### src/rtl/dem_pkg.sv
package dem_pkg;

  // Number of unit elements for a given count of shuffled bits.
  function automatic int unsigned unit_count(input int unsigned nbits);
    return (1 << nbits) - 1;
  endfunction

  // First unit element of the run for control bit b (larger runs come first).
  function automatic int unsigned run_first(input int unsigned nbits, input int unsigned b);
    return (1 << nbits) - (1 << (b + 1));
  endfunction

  // Length of the run for control bit b.
  function automatic int unsigned run_len(input int unsigned b);
    return 1 << b;
  endfunction

  // Binary weight of a control word (used by checks).
  function automatic int unsigned word_weight(input logic [31:0] w, input int unsigned nbits);
    int unsigned acc;
    acc = 0;
    for (int unsigned i = 0; i < nbits; i++) begin
      if (w[i]) acc += (1 << i);
    end
    return acc;
  endfunction

endpackage

### src/rtl/dem_lfsr.sv
module dem_lfsr #(
  parameter int unsigned        W    = 5,
  parameter logic [W-1:0]       TAPS = 5'b10100,
  parameter logic [W-1:0]       SEED = 5'b00001
) (
  input  logic         clk,
  input  logic         rst_n,
  input  logic         step_i,
  output logic [W-1:0] state_o
);

  logic [W-1:0] state_q;
  logic [W-1:0] state_d;

  always_comb begin
    state_d = state_q;
    if (step_i) state_d = {state_q[W-2:0], ^(state_q & TAPS)};
  end

  always_ff @(posedge clk or negedge rst_n) begin
    if (!rst_n) state_q <= SEED;
    else        state_q <= state_d;
  end

  assign state_o = state_q;

  // the shift register never reaches the all-zero lock-up state
  assert_lfsr_nonzero_R2: assert property (@(posedge clk) disable iff (!rst_n)
    state_q != '0);

  // no strobe, no pointer movement
  assert_lfsr_hold_R3: assert property (@(posedge clk) disable iff (!rst_n)
    !step_i |=> $stable(state_q));

endmodule

### src/rtl/dem_weight_map.sv
module dem_weight_map #(
  parameter int unsigned NB = 5,
  localparam int unsigned NE = dem_pkg::unit_count(NB)
) (
  input  logic [NB-1:0] ctrl_i,
  output logic [NE-1:0] base_o
);

  for (genvar b = 0; b < NB; b++) begin : g_bit
    localparam int unsigned FIRST = dem_pkg::run_first(NB, b);
    localparam int unsigned LEN   = dem_pkg::run_len(b);
    for (genvar k = 0; k < LEN; k++) begin : g_unit
      assign base_o[FIRST + k] = ctrl_i[b];
    end
  end

endmodule

### src/rtl/dem_rotator.sv
module dem_rotator #(
  parameter int unsigned NB = 5,
  localparam int unsigned NE = dem_pkg::unit_count(NB)
) (
  input  logic [NE-1:0] vec_i,
  input  logic [NB-1:0] amt_i,
  output logic [NE-1:0] vec_o
);

  logic [NE-1:0] stage [NB+1];

  assign stage[0] = vec_i;

  // Level lv turns the ring of NE lines by 2^lv places (mod NE).
  for (genvar lv = 0; lv < NB; lv++) begin : g_level
    localparam int unsigned SH = (1 << lv) % NE;
    logic [NE-1:0] turned;
    assign turned        = {stage[lv][NE-1-SH:0], stage[lv][NE-1:NE-SH]};
    assign stage[lv + 1] = amt_i[lv] ? turned : stage[lv];
  end

  assign vec_o = stage[NB];

endmodule

### src/rtl/cyclic_dem_selector.sv
module cyclic_dem_selector #(
  parameter int unsigned     NDEM = 5,
  parameter logic [NDEM-1:0] TAPS = 5'b10100,
  parameter logic [NDEM-1:0] SEED = 5'b00001,
  localparam int unsigned    NE   = dem_pkg::unit_count(NDEM)
) (
  input  logic            clk,
  input  logic            rst_n,
  input  logic            start_i,
  input  logic            dem_en_i,
  input  logic [NDEM-1:0] msb_i,
  output logic [NE-1:0]   unit_o
);

  logic [NDEM-1:0] ptr;
  logic [NDEM-1:0] amt;
  logic [NE-1:0]   base;
  logic [NE-1:0]   unit_d;
  logic [NE-1:0]   unit_q;

  dem_lfsr #(.W(NDEM), .TAPS(TAPS), .SEED(SEED)) u_ptr (
    .clk     (clk),
    .rst_n   (rst_n),
    .step_i  (start_i),
    .state_o (ptr)
  );

  dem_weight_map #(.NB(NDEM)) u_map (
    .ctrl_i (msb_i),
    .base_o (base)
  );

  assign amt = dem_en_i ? ptr : '0;

  dem_rotator #(.NB(NDEM)) u_rot (
    .vec_i (base),
    .amt_i (amt),
    .vec_o (unit_d)
  );

  always_ff @(posedge clk or negedge rst_n) begin
    if (!rst_n) unit_q <= '0;
    else        unit_q <= unit_d;
  end

  assign unit_o = unit_q;

  // One cycle after reset the output register holds a sampled word.
  logic live_q;
  always_ff @(posedge clk or negedge rst_n) begin
    if (!rst_n) live_q <= 1'b0;
    else        live_q <= 1'b1;
  end

  // element count equals the binary weight of the sampled word
  assert_unit_count_R4: assert property (@(posedge clk) disable iff (!rst_n)
    live_q |-> $countones(unit_o) == $past(dem_pkg::word_weight(32'(msb_i), NDEM)));

  // with shuffling off the fixed allotment reaches the lines
  assert_fixed_map_R5: assert property (@(posedge clk) disable iff (!rst_n)
    (live_q && $past(!dem_en_i)) |-> unit_o == $past(base));

  // an all-ones pointer is a full turn of the ring
  assert_full_turn_R8: assert property (@(posedge clk) disable iff (!rst_n)
    (live_q && $past(dem_en_i) && $past(ptr == '1)) |-> unit_o == $past(base));

endmodule

### config.mk
export PLATFORM = sky130hd
export DESIGN_NAME = cyclic_dem_selector
export DESIGN_NICKNAME = d
export VERILOG_FILES = /design/src/rtl/dem_pkg.sv /design/src/rtl/dem_lfsr.sv /design/src/rtl/dem_weight_map.sv /design/src/rtl/dem_rotator.sv /design/src/rtl/cyclic_dem_selector.sv
export SDC_FILE = /design/constraint.sdc
export NUM_CORES = 1
export LEC_CHECK = 0
export BUFFER_PORTS_ARGS = -buffer_cell sky130_fd_sc_hd__clkbuf_2
export CAP_MARGIN = 40
export CORE_MARGIN = 2
export CORE_UTILIZATION = 50
export CTS_CLUSTER_SIZE = 30
export DETAILED_ROUTE_END_ITERATION = 6
export PLACE_DENSITY_LB_ADDON = 0.12
export REMOVE_ABC_BUFFERS = 1
export SYNTH_ARGS = -nofsm -noshare
export SYNTH_HDL_FRONTEND = slang
export SYNTH_SLANG_ARGS = --single-unit
### constraint.sdc
create_clock -name clk -period 2 [get_ports clk]
set_input_delay 0.6 -clock clk [delete_from_list [all_inputs] [get_ports clk]]
set_output_delay 0.6 -clock clk [all_outputs]
set_load 0.005 [all_outputs]
==> flow_summary.toml, run 1 <==
[outcome]
outcome = "completed"

[layout]
n_antenna_cell = 0
finalNetCount = 332
design_area_um2 = 2930
drive_above_1_share = 0.287
area_growth_pct = 19.4
utilization = 0.621

[sta]
slew_viol_final = 0
finalClockSkew_ns = 0.00377
slew_headroom = 0.562
setup_tns_ns = 0
finalSetupViolCount = 0
finalCriticalPeriod_ns = 1.82
timing_hold_violations_final = 0
worstMarginPinSlew_ns = 0.652
grt_setup_unrepaired = "false"
fmax_mhz = 548
post-route-period-util = 0.912

[clock_network]
cts_sinks = 36
cts_setup_buffers = 0
ctsResizeCount = 0
cts_max_level = 2
cts.reportedPaths.clkPinSlew_ns = 0.07
postCtsHoldBufs = 0
clock_path_buffers = 2
cts_tree = "built"
clk_latency_ns = 0.29
clockRootBuffer = "clkbuf_8"
cts-buffers-inserted = 5

[logic_synthesis]
synthMuxAreaShare = 0.0708
async_reset_ff_frac = 1.00
syn_inst = 273
synthAdderAreaFrac = 0
synth-simple-area-share = 0.142
synth_xor_xnor_area_share = 0.0178
ys_top_cells_by_area = "dfrtp_1 (36%), mux2i_1 (5.7%), a21oi_1 (4.3%), buf_2 (3.1%), o21ai_0 (3.1%)"
syn-cell-area_um2 = 2460
ys_seq_area_frac = 0.367
synth.largest_area_cell = "dfrtp_1"
yosysTopAreaCellShare = 0.357
synthTopCellsByCount = "dfrtp_1 (35), a21oi_1 (21), nand2_1 (17)"
synth-seq-cells = 36
syn_area_per_cell_um2 = 9.00
yosysMostFrequentCell = "dfrtp_1"
synth_top_family_by_area = "compound AO/OA/AOI/OAI gates"
yosysUniqueCellTypes = 54
synth_compound_area_frac = 0.312
synth_edf_count = 0
yosysWarnings = 0
synthFlopType = "dfrtp_1"

[global_route]
grt_use_total = 0.283
grt_pass1_wl_um = 11600
gr-total-overflow = 0
antenna_found_initial = 0
grt_max_degree = 37
grt_pass1_vias = 2236

[pwr]
ir_drop_v = 0.000711
power_leakage_nw = 1.28
p_per_area_nw_per_um2 = 1180

[placed_design]
io_buffers = 39
dp_hpwl_um = 5520
gp_congestion = 0.992
placed_area_um2 = 2840

[flow_run]
cap_violations = 0

[worst_setup_path]
cpMaxStageDelayCell = "dfstp_2"
path_buf_inv = 1
critPathKind = "register to register"
cp_top_family = "flip-flops"
worst-path-max-fanout = 15
crit_chain = "and4_1 > mux2i_1 > buf_4 > o32ai_1 > a31oi_1"
start_kind = "register"
cp.required_ns = 2.21
critPathLaunch = "u_ptr.state_o[0]"
crit_arrival_ns = 2.03
endpoint_kind = "register"
cpPeakStageDelay_ns = 0.71
reg2reg_from = "u_ptr.state_o[0]"

[drt]
vias = 2460
drt_wl_total_um = 7400
vias_per_cell = 6.29
drtIter0Drc = 275
ant_nets = 0
avgRoutedWirePerCell_um = 18.9
remaining_drc_errors = 0
drt-pass1-iter-count = 5

[floorplanning]
dieHeight_um = 74.1
die-area_um2 = 5490
start_util = 0.520
rows = 25
ios = 40
die_x_um = 74.1
core_um2 = 4720

[min_path]
hp-class = "primary input to asynchronous set/reset pin"
## cell type report
cell class / count / area, um^2
inverters: 7 / 26.3
flip-flops and latches: 36 / 902
repair buffers: 76 / 498
multi-input cells: 197 / 1330
fillers: 417 / 1790
clock buffers: 8 / 90.1
well taps: 67 / 83.8
## sequential cells by signal, summed over array words and instances (netlist names)
| register | cells |
|---|---|
| u_ptr.state_o | 5 |
| unit_o | 31 |
## per-layer routing
metal	GRT usage	share of wire	wire [um]
met3	0.0461	0.066	485
met5	0	0	0
met1	0.395	0.44	3220
met4	0.131	0.029	217
met2	0.430	0.47	3470
## layout by cell type (no fill, tap or decap), drive strengths merged, types with 3 or more instances in the layout
cell type / synthesis / routed
clkbuf: 8 / 47
buf: 25 / 37
dfrtp: 35 / 35
a21oi: 21 / 21
o21ai: 19 / 19
nand2: 17 / 17
mux2i: 14 / 14
nor2: 12 / 12
a22oi: 9 / 9
o22ai: 8 / 8
nand3: 8 / 8
inv: 7 / 7
a31oi: 7 / 7
nor3: 7 / 7
a211oi: 7 / 7
and2: 5 / 5
a221oi: 5 / 5
o211ai: 5 / 5
xnor2: 5 / 5
and3: 4 / 4
nand3b: 3 / 3
and3b: 3 / 3
a41oi: 3 / 3
mux2: 3 / 3
o32ai: 3 / 3
o31ai: 3 / 3
## per-stage QoR
step	setup slack, ns	total power [W]	instances	hold WS, ns
CTS	0.206	0.00345	391	0.264
global route	0.0491	0.00369	391	0.271
global placement	0.0363	0.00289	383	0.554
floorplan	0.207	0.00211	240	0.304
finish	0.176	0.00347	391	0.262
detailed placement	0.0123	0.00290	383	0.570
## logic make-up (layout without fill, tap and decap cells)
kind of cell | count (synthesis) | count (layout)
flip-flops | 36 | 36
buffers and inverters | 40 | 91
XOR/XNOR | 5 | 5
multiplexers | 17 | 17
AO/OA/AOI/OAI | 108 | 108
AND/OR/NAND/NOR | 67 | 67
## power breakdown
| group | leakage, nW | switching (W) | internal (W) |
|---|---|---|---|
| combinational | 0.821 | 0.000976 | 0.000774 |
| sequential | 0.418 | 0.000181 | 0.00100 |
| clock | 0.0455 | 0.000256 | 0.000281 |
| total | 1.28 | 0.00141 | 0.00205 |
## worst paths after layout
kind,to,slack (ns),depth (start not counted)
max reg2reg,unit_o[30],0.18,5
min in group clk,u_ptr.state_o[0],0.55,2
min,unit_o[24],0.26,2
max,unit_o[30],0.18,5
min reg2reg,u_ptr.state_o[2],0.59,1
max in group asynchronous,u_ptr.state_o[0],1.48,2
(Power assumes the default switching activity.)
==> inputs of run 2 (changes only) <==
--- a/config.mk
+++ b/config.mk
@@ -15,4 +15,5 @@
 export REMOVE_ABC_BUFFERS = 1
 export SYNTH_ARGS = -nofsm -noshare
 export SYNTH_HDL_FRONTEND = slang
+export SYNTH_HIERARCHICAL = 1
 export SYNTH_SLANG_ARGS = --single-unit
==> run 2 against run 1 <==
The run now ends with negative setup slack left. Critical path type is now primary input to register. Combinational power up 95%. Worst hold slack gained 0.081 ns. Largest cell class unchanged. Flip-flop and latch count is the same. Wire length decreased by 18%. Critical path depth increased by 1. Largest power group unchanged. Highest routed layer unchanged. Sequential share of layout area down 5.6 points. Final cell count is 26% lower. Clock-buffer cell count down 1. Die area increased by 24%. Register-to-register slack got worse by 0.44 ns. Clock power is 1% higher.
==> flow_summary.toml, run 2 <==
[worst_setup_path]
worst-path-max-fanout = 7
critPathLaunch = "dem_en_i"
reg2reg_from = "u_ptr/state_o[1]"
rr_endpoint = "unit_o[18]"
cp.required_ns = 2.16
crit_chain = "buf_8 > and2_4 > buf_8 > mux4_2 > mux4_2 > mux2_4"
cpPeakStageDelay_ns = 0.58
critPathKind = "primary input to register"
start_kind = "primary input"
reg2reg_depth = 5
endpoint = "unit_o[18]"
crit_arrival_ns = 2.45
regToRegSetupSlack_ns = -0.26
cpMaxStageDelayCell = "mux4_2"
endpoint_kind = "register"

[logic_synthesis]
yosysMostFrequentCell = "mux4_2"
synth-seq-cells = 36
yosysTopAreaCellShare = 0.440
syn_inst = 187
synth_compound_area_frac = 0.00163
syn-cell-area_um2 = 3070
ys_seq_area_frac = 0.294
syn_area_per_cell_um2 = 16.4
synthMuxAreaShare = 0.585
synthTopCellsByCount = "mux4_2 (60), dfrtp_1 (35), mux2_2 (35)"
yosysUniqueCellTypes = 14
synth.largest_area_cell = "mux4_2"
synth-simple-area-share = 0.0114
ys_top_cells_by_area = "mux4_2 (44%), dfrtp_1 (29%), mux2_2 (13%), buf_4 (7.6%), mux4_1 (1.7%)"
synthFlopType = "dfrtp_1"
synth_xor_xnor_area_share = 0.00285
async_reset_ff_frac = 1.00
synth_edf_count = 0
synth_top_family_by_area = "multiplexers"
yosysWarnings = 6
synthAdderAreaFrac = 0

[drt]
ant_nets = 0
drt-pass1-iter-count = 4
drtIter0Drc = 194
vias = 1795
drt_wl_total_um = 6070
vias_per_cell = 6.21
avgRoutedWirePerCell_um = 21.0
remaining_drc_errors = 0

[layout]
area_growth_pct = 16.6
finalNetCount = 223
drive_above_1_share = 0.808
final_common_cell = "mux4_2"
fillers = 476
largest_register_ff_count = 31
final_cell_mix = "mux4_2 (61), clkbuf_2 (38), dfrtp_1 (35), mux2_4 (28), buf_4 (16)"
stdcell_count = 289
n_antenna_cell = 0

[clock_network]
cts_max_level = 2
cts_tree = "built"
cts_sinks = 36
clk_latency_ns = 0.28
clockRootBuffer = "clkbuf_8"
clock_path_buffers = 2
cts-buffers-inserted = 5
cts.reportedPaths.clkPinSlew_ns = 0.07

[sta]
fmax_mhz = 438
finalClockSkew_ns = 0.00649
worstMarginPinSlew_ns = 0.437
finalCriticalPeriod_ns = 2.28
slew_headroom = 0.708
timing_hold_violations_final = 0
post-route-period-util = 1.14
slew_viol_final = 0
grt_setup_unrepaired = "true"
finalSetupViolCount = 31
fin_ws_ns = -0.285

[placed_design]
post-place-cells = 278
io_buffers = 39
dp_hpwl_um = 4540
gp_congestion = 0.880
dp_slack_ns = -0.658

[outcome]
outcome = "complete, but fails checks"
violations = "negative setup slack"

[floorplanning]
rows = 28
core_um2 = 5920
die_x_um = 82.4
start_util = 0.519
die-area_um2 = 6790
dieHeight_um = 82.4
ios = 40

[global_route]
antenna_found_initial = 0
grt_pass1_wl_um = 9870
grt_pass1_vias = 1744
gr-total-overflow = 0
grt_use_total = 0.199
grt_max_degree = 38

[pwr]
power_leakage_nw = 1.43
ir_drop_v = 0.000619
p_per_area_nw_per_um2 = 1450

[min_path]
hp-class = "primary input to asynchronous set/reset pin"

[flow_run]
cap_violations = 0
[run 2: changes by cell type after synthesis, sizes merged, moves of 15 or more]
cell / before / now
buf: 25 / 40
mux4: 0 / 62
mux2: 3 / 35
nand2: 17 / 0
o21ai: 19 / 0
a21oi: 21 / 1
[run 2: how the worst min path moves through the flow]
stage                          start                to  depth (start not counted)
CTS                            rst_n         unit_o[8]                          2
global placement    u_ptr/state_o[0]  u_ptr/state_o[0]                          2
detailed placement  u_ptr/state_o[0]  u_ptr/state_o[0]                          2
finish                         rst_n         unit_o[1]                          2
global route                   rst_n         unit_o[1]                          2
floorplan                      rst_n  u_ptr/state_o[1]                          0
[run 2: area by class of cell]
type                       count  area, um^2  share of cell area
timing repair buffer          66         536               0.149
clock buffer                   7        96.3              0.0269
sequential                    36         902               0.252
tap                           75        93.8              0.0262
multi-input combinational    105        1950               0.546
[run 2: kinds of logic after synthesis]
family                 Yosys count
AO/OA/AOI/OAI                    1
AND/OR/NAND/NOR                  6
buffers and inverters           46
XOR/XNOR                         1
flip-flops                      36
multiplexers                    97
[run 2: where the power goes]
group          switching (W)  internal [W]
sequential          0.000116       0.00112
combinational        0.00134       0.00208
clock               0.000236      0.000306
[run 2: routing by layer]
metal	part of all wire	wire length, um	global-route usage
met4	0.015	92	0.0650
met2	0.51	3070	0.314
met5	0	0	0
met3	0.047	288	0.0239
met1	0.43	2610	0.292
[run 2: metrics by stage]
step | instance area [um^2] | power (W) | TNS, ns | hold WS [ns] | util
finish | 3580 | 0.00520 | -8.04 | 0.342 | 0.605
global route | 3580 | 0.00558 | -9.12 | 0.382 | 0.605
CTS | 3500 | 0.00507 | -8.32 | 0.356 | 0.591
detailed placement | 3290 | 0.00426 | -19.49 | 0.508 | 0.555
global placement | 3290 | 0.00422 | -18.72 | 0.494 | 0.555
floorplan | 2750 | 0.00324 | -39.44 | 0.304 | -
[run 2: what timing repair did]
action,4_1_cts,5_1_grt
endpoints found under the setup margin,31,31
hold buffers,0,0
hold endpoints to repair,0,0
setup buffers,1,1
gates resized for setup,25,14
gates cloned,1,1
[run 2: worst max-delay path: cells and delay by family]
kind          cells  cell delay (ns)
buf+inv           2             0.23
mux               3             1.38
simple gates      1             0.22
==> inputs of run 3 (changes only) <==
--- a/config.mk
+++ b/config.mk
@@ -7,6 +7,7 @@
 export LEC_CHECK = 0
 export BUFFER_PORTS_ARGS = -buffer_cell sky130_fd_sc_hd__clkbuf_2
 export CAP_MARGIN = 40
+export CORE_ASPECT_RATIO = 1.2
 export CORE_MARGIN = 2
 export CORE_UTILIZATION = 50
 export CTS_CLUSTER_SIZE = 30
@@ -17,3 +18,4 @@
 export SYNTH_HDL_FRONTEND = slang
 export SYNTH_HIERARCHICAL = 1
 export SYNTH_SLANG_ARGS = --single-unit
+export TNS_END_PERCENT = 5
==> run 3 against run 2 <==
Total power grew 0.38%. Sequential power hardly changed. Critical path type unchanged. The flow still finishes with violations (negative setup slack). Clock-buffer cell count is 1 lower.
==> flow_summary.toml, run 3 (synthesis results as in run 2) <==
[floorplanning]
start_util = 0.514
die_x_um = 75.6
die-area_um2 = 6790
rows = 31
ios = 40
core_um2 = 5970
dieHeight_um = 89.9

[layout]
largest_register_ff_count = 31
finalNetCount = 220
fillers = 465
ff_latch_area_um2 = 902
final_common_cell = "mux4_2"
multi_input_area_um2 = 1930
n_antenna_cell = 0
drive_above_1_share = 0.802
final_cell_mix = "mux4_2 (62), clkbuf_2 (38), dfrtp_1 (35), mux2_4 (23), mux2_2 (12)"
stdcell_count = 294
area_growth_pct = 16.5
design_area_um2 = 3580

[clock_network]
cts_tree = "built"
clockRootBuffer = "clkbuf_8"
postCtsHoldBufs = 0
clk_latency_ns = 0.28
cts_setup_buffers = 0
cts_max_level = 2
cts.reportedPaths.clkPinSlew_ns = 0.07
cts-buffers-inserted = 5
clock_path_buffers = 2
cts_sinks = 36

[sta]
setup_tns_ns = -8.81
finalCriticalPeriod_ns = 2.32
fin_ws_ns = -0.320
finalSetupViolCount = 31
post-route-period-util = 1.16
slew_headroom = 0.665
whs_ns = 0.273
slew_viol_final = 0
worstMarginPinSlew_ns = 0.502
timing_hold_violations_final = 0
finalClockSkew_ns = 0.00381
grt_setup_unrepaired = "true"
fmax_mhz = 431

[placed_design]
post-place-cells = 284
gp_congestion = 0.800
io_buffers = 39
placed_area_um2 = 3310
dp_hpwl_um = 4520

[global_route]
antenna_found_initial = 0
grt_pass1_wl_um = 9550
grt_pass1_vias = 1741
grt_max_degree = 48
grt_use_total = 0.184
gr-total-overflow = 0

[pwr]
power_leakage_nw = 1.41
p_per_area_nw_per_um2 = 1460
ir_drop_v = 0.000496

[worst_setup_path]
regToRegSetupSlack_ns = -0.31
critPathLaunch = "dem_en_i"
start_kind = "primary input"
crit_arrival_ns = 2.48
endpoint_kind = "register"
reg2reg_from = "u_ptr/state_o[1]"
rr_endpoint = "unit_o[23]"
cpPeakStageDelay_ns = 0.55
worst-path-max-fanout = 6
endpoint = "unit_o[23]"
cpMaxStageDelayCell = "mux4_2"
cp_common_cell = "mux4_2"
crit_chain = "buf_8 > and2_4 > clkbuf_16 > mux4_2 > mux4_2 > mux2_4"
cp.required_ns = 2.16
critPathKind = "primary input to register"
reg2reg_depth = 5

[drt]
drt-pass1-iter-count = 4
ant_nets = 0
vias = 1753
drtIter0Drc = 87
avgRoutedWirePerCell_um = 19.8
remaining_drc_errors = 0
vias_per_cell = 5.96
drt_wl_total_um = 5810

[outcome]
violations = "negative setup slack"
outcome = "complete, but fails checks"

[flow_run]
cap_violations = 0

[min_path]
hp-class = "primary input to asynchronous set/reset pin"
run 3: cell count changes in the layout (fill, tap and decap cells not counted):
| cell | change |
|---|---|
| buf_4 | -6 |
| mux2_2 | +5 |
| mux2_4 | -5 |
| buf_12 | +2 |
| buf_6 | +2 |
| clkbuf_8 | -2 |
| and2_1 | +1 |
| and2_4 | -1 |
| buf_8 | -1 |
| bufinv_16 | +1 |
| clkbuf_1 | +1 |
| clkinv_2 | +1 |
| mux4_1 | -1 |
| mux4_2 | +1 |
run 3: how the worst min path moves through the flow:
stage                                start                to  slack, ns  depth (start not counted)
after CTS                            rst_n         unit_o[6]       0.28                          1
after global routing                 rst_n        unit_o[28]       0.32                          1
after global placement    u_ptr/state_o[0]  u_ptr/state_o[0]       0.50                          2
final                                rst_n        unit_o[28]       0.27                          1
after detailed placement  u_ptr/state_o[0]  u_ptr/state_o[0]       0.51                          2
after floorplan                      rst_n  u_ptr/state_o[1]       0.30                          0
run 3: report_power, final:
part | internal, W | switching (W) | leakage, nW
sequential | 0.00112 | 0.000134 | 0.416
clock | 0.000370 | 0.000240 | 0.0552
combinational | 0.00204 | 0.00131 | 0.933
total | 0.00353 | 0.00169 | 1.41
run 3: area by class of cell:
type	count	share of cell area
Sequential cell	36	0.252
Tap cell	82	0.0287
Timing Repair Buffer	63	0.150
Clock inverter	2	0.00979
Multi-Input combinational cell	105	0.539
Clock buffer	6	0.0203
run 3: routing by layer:
layer | track usage | up-vias | wire (um)
met2 | 0.296 | 69 | 3060
met1 | 0.266 | 883 | 2420
met4 | 0.0556 | 0 | 101
met5 | 0 | - | 0
met3 | 0.0157 | 8 | 231
li1 | - | 793 | -
run 3: worst max-delay path, delay by kind of cell:
| family | cells | cell delay [ns] |
|---|---|---|
| buffers and inverters | 2 | 0.25 |
| multiplexers | 3 | 1.36 |
| AND/OR/NAND/NOR | 1 | 0.25 |
run 3: timing repair:
| action | 4_1_cts | 5_1_grt |
|---|---|---|
| setup endpoints to repair | 31 | 31 |
| cloned | 1 | 1 |
| resized for setup | 12 | 21 |
run 3: stage by stage:
stage | setup WS, ns | utilization | total power, W
2_1_floorplan | -1.32 | - | 0.00324
3_3_place_gp | -0.662 | 0.555 | 0.00427
3_5_place_dp | -0.673 | 0.555 | 0.00430
4_1_cts | -0.323 | 0.582 | 0.00505
5_1_grt | -0.358 | 0.599 | 0.00552
6_report | -0.320 | 0.599 | 0.00522
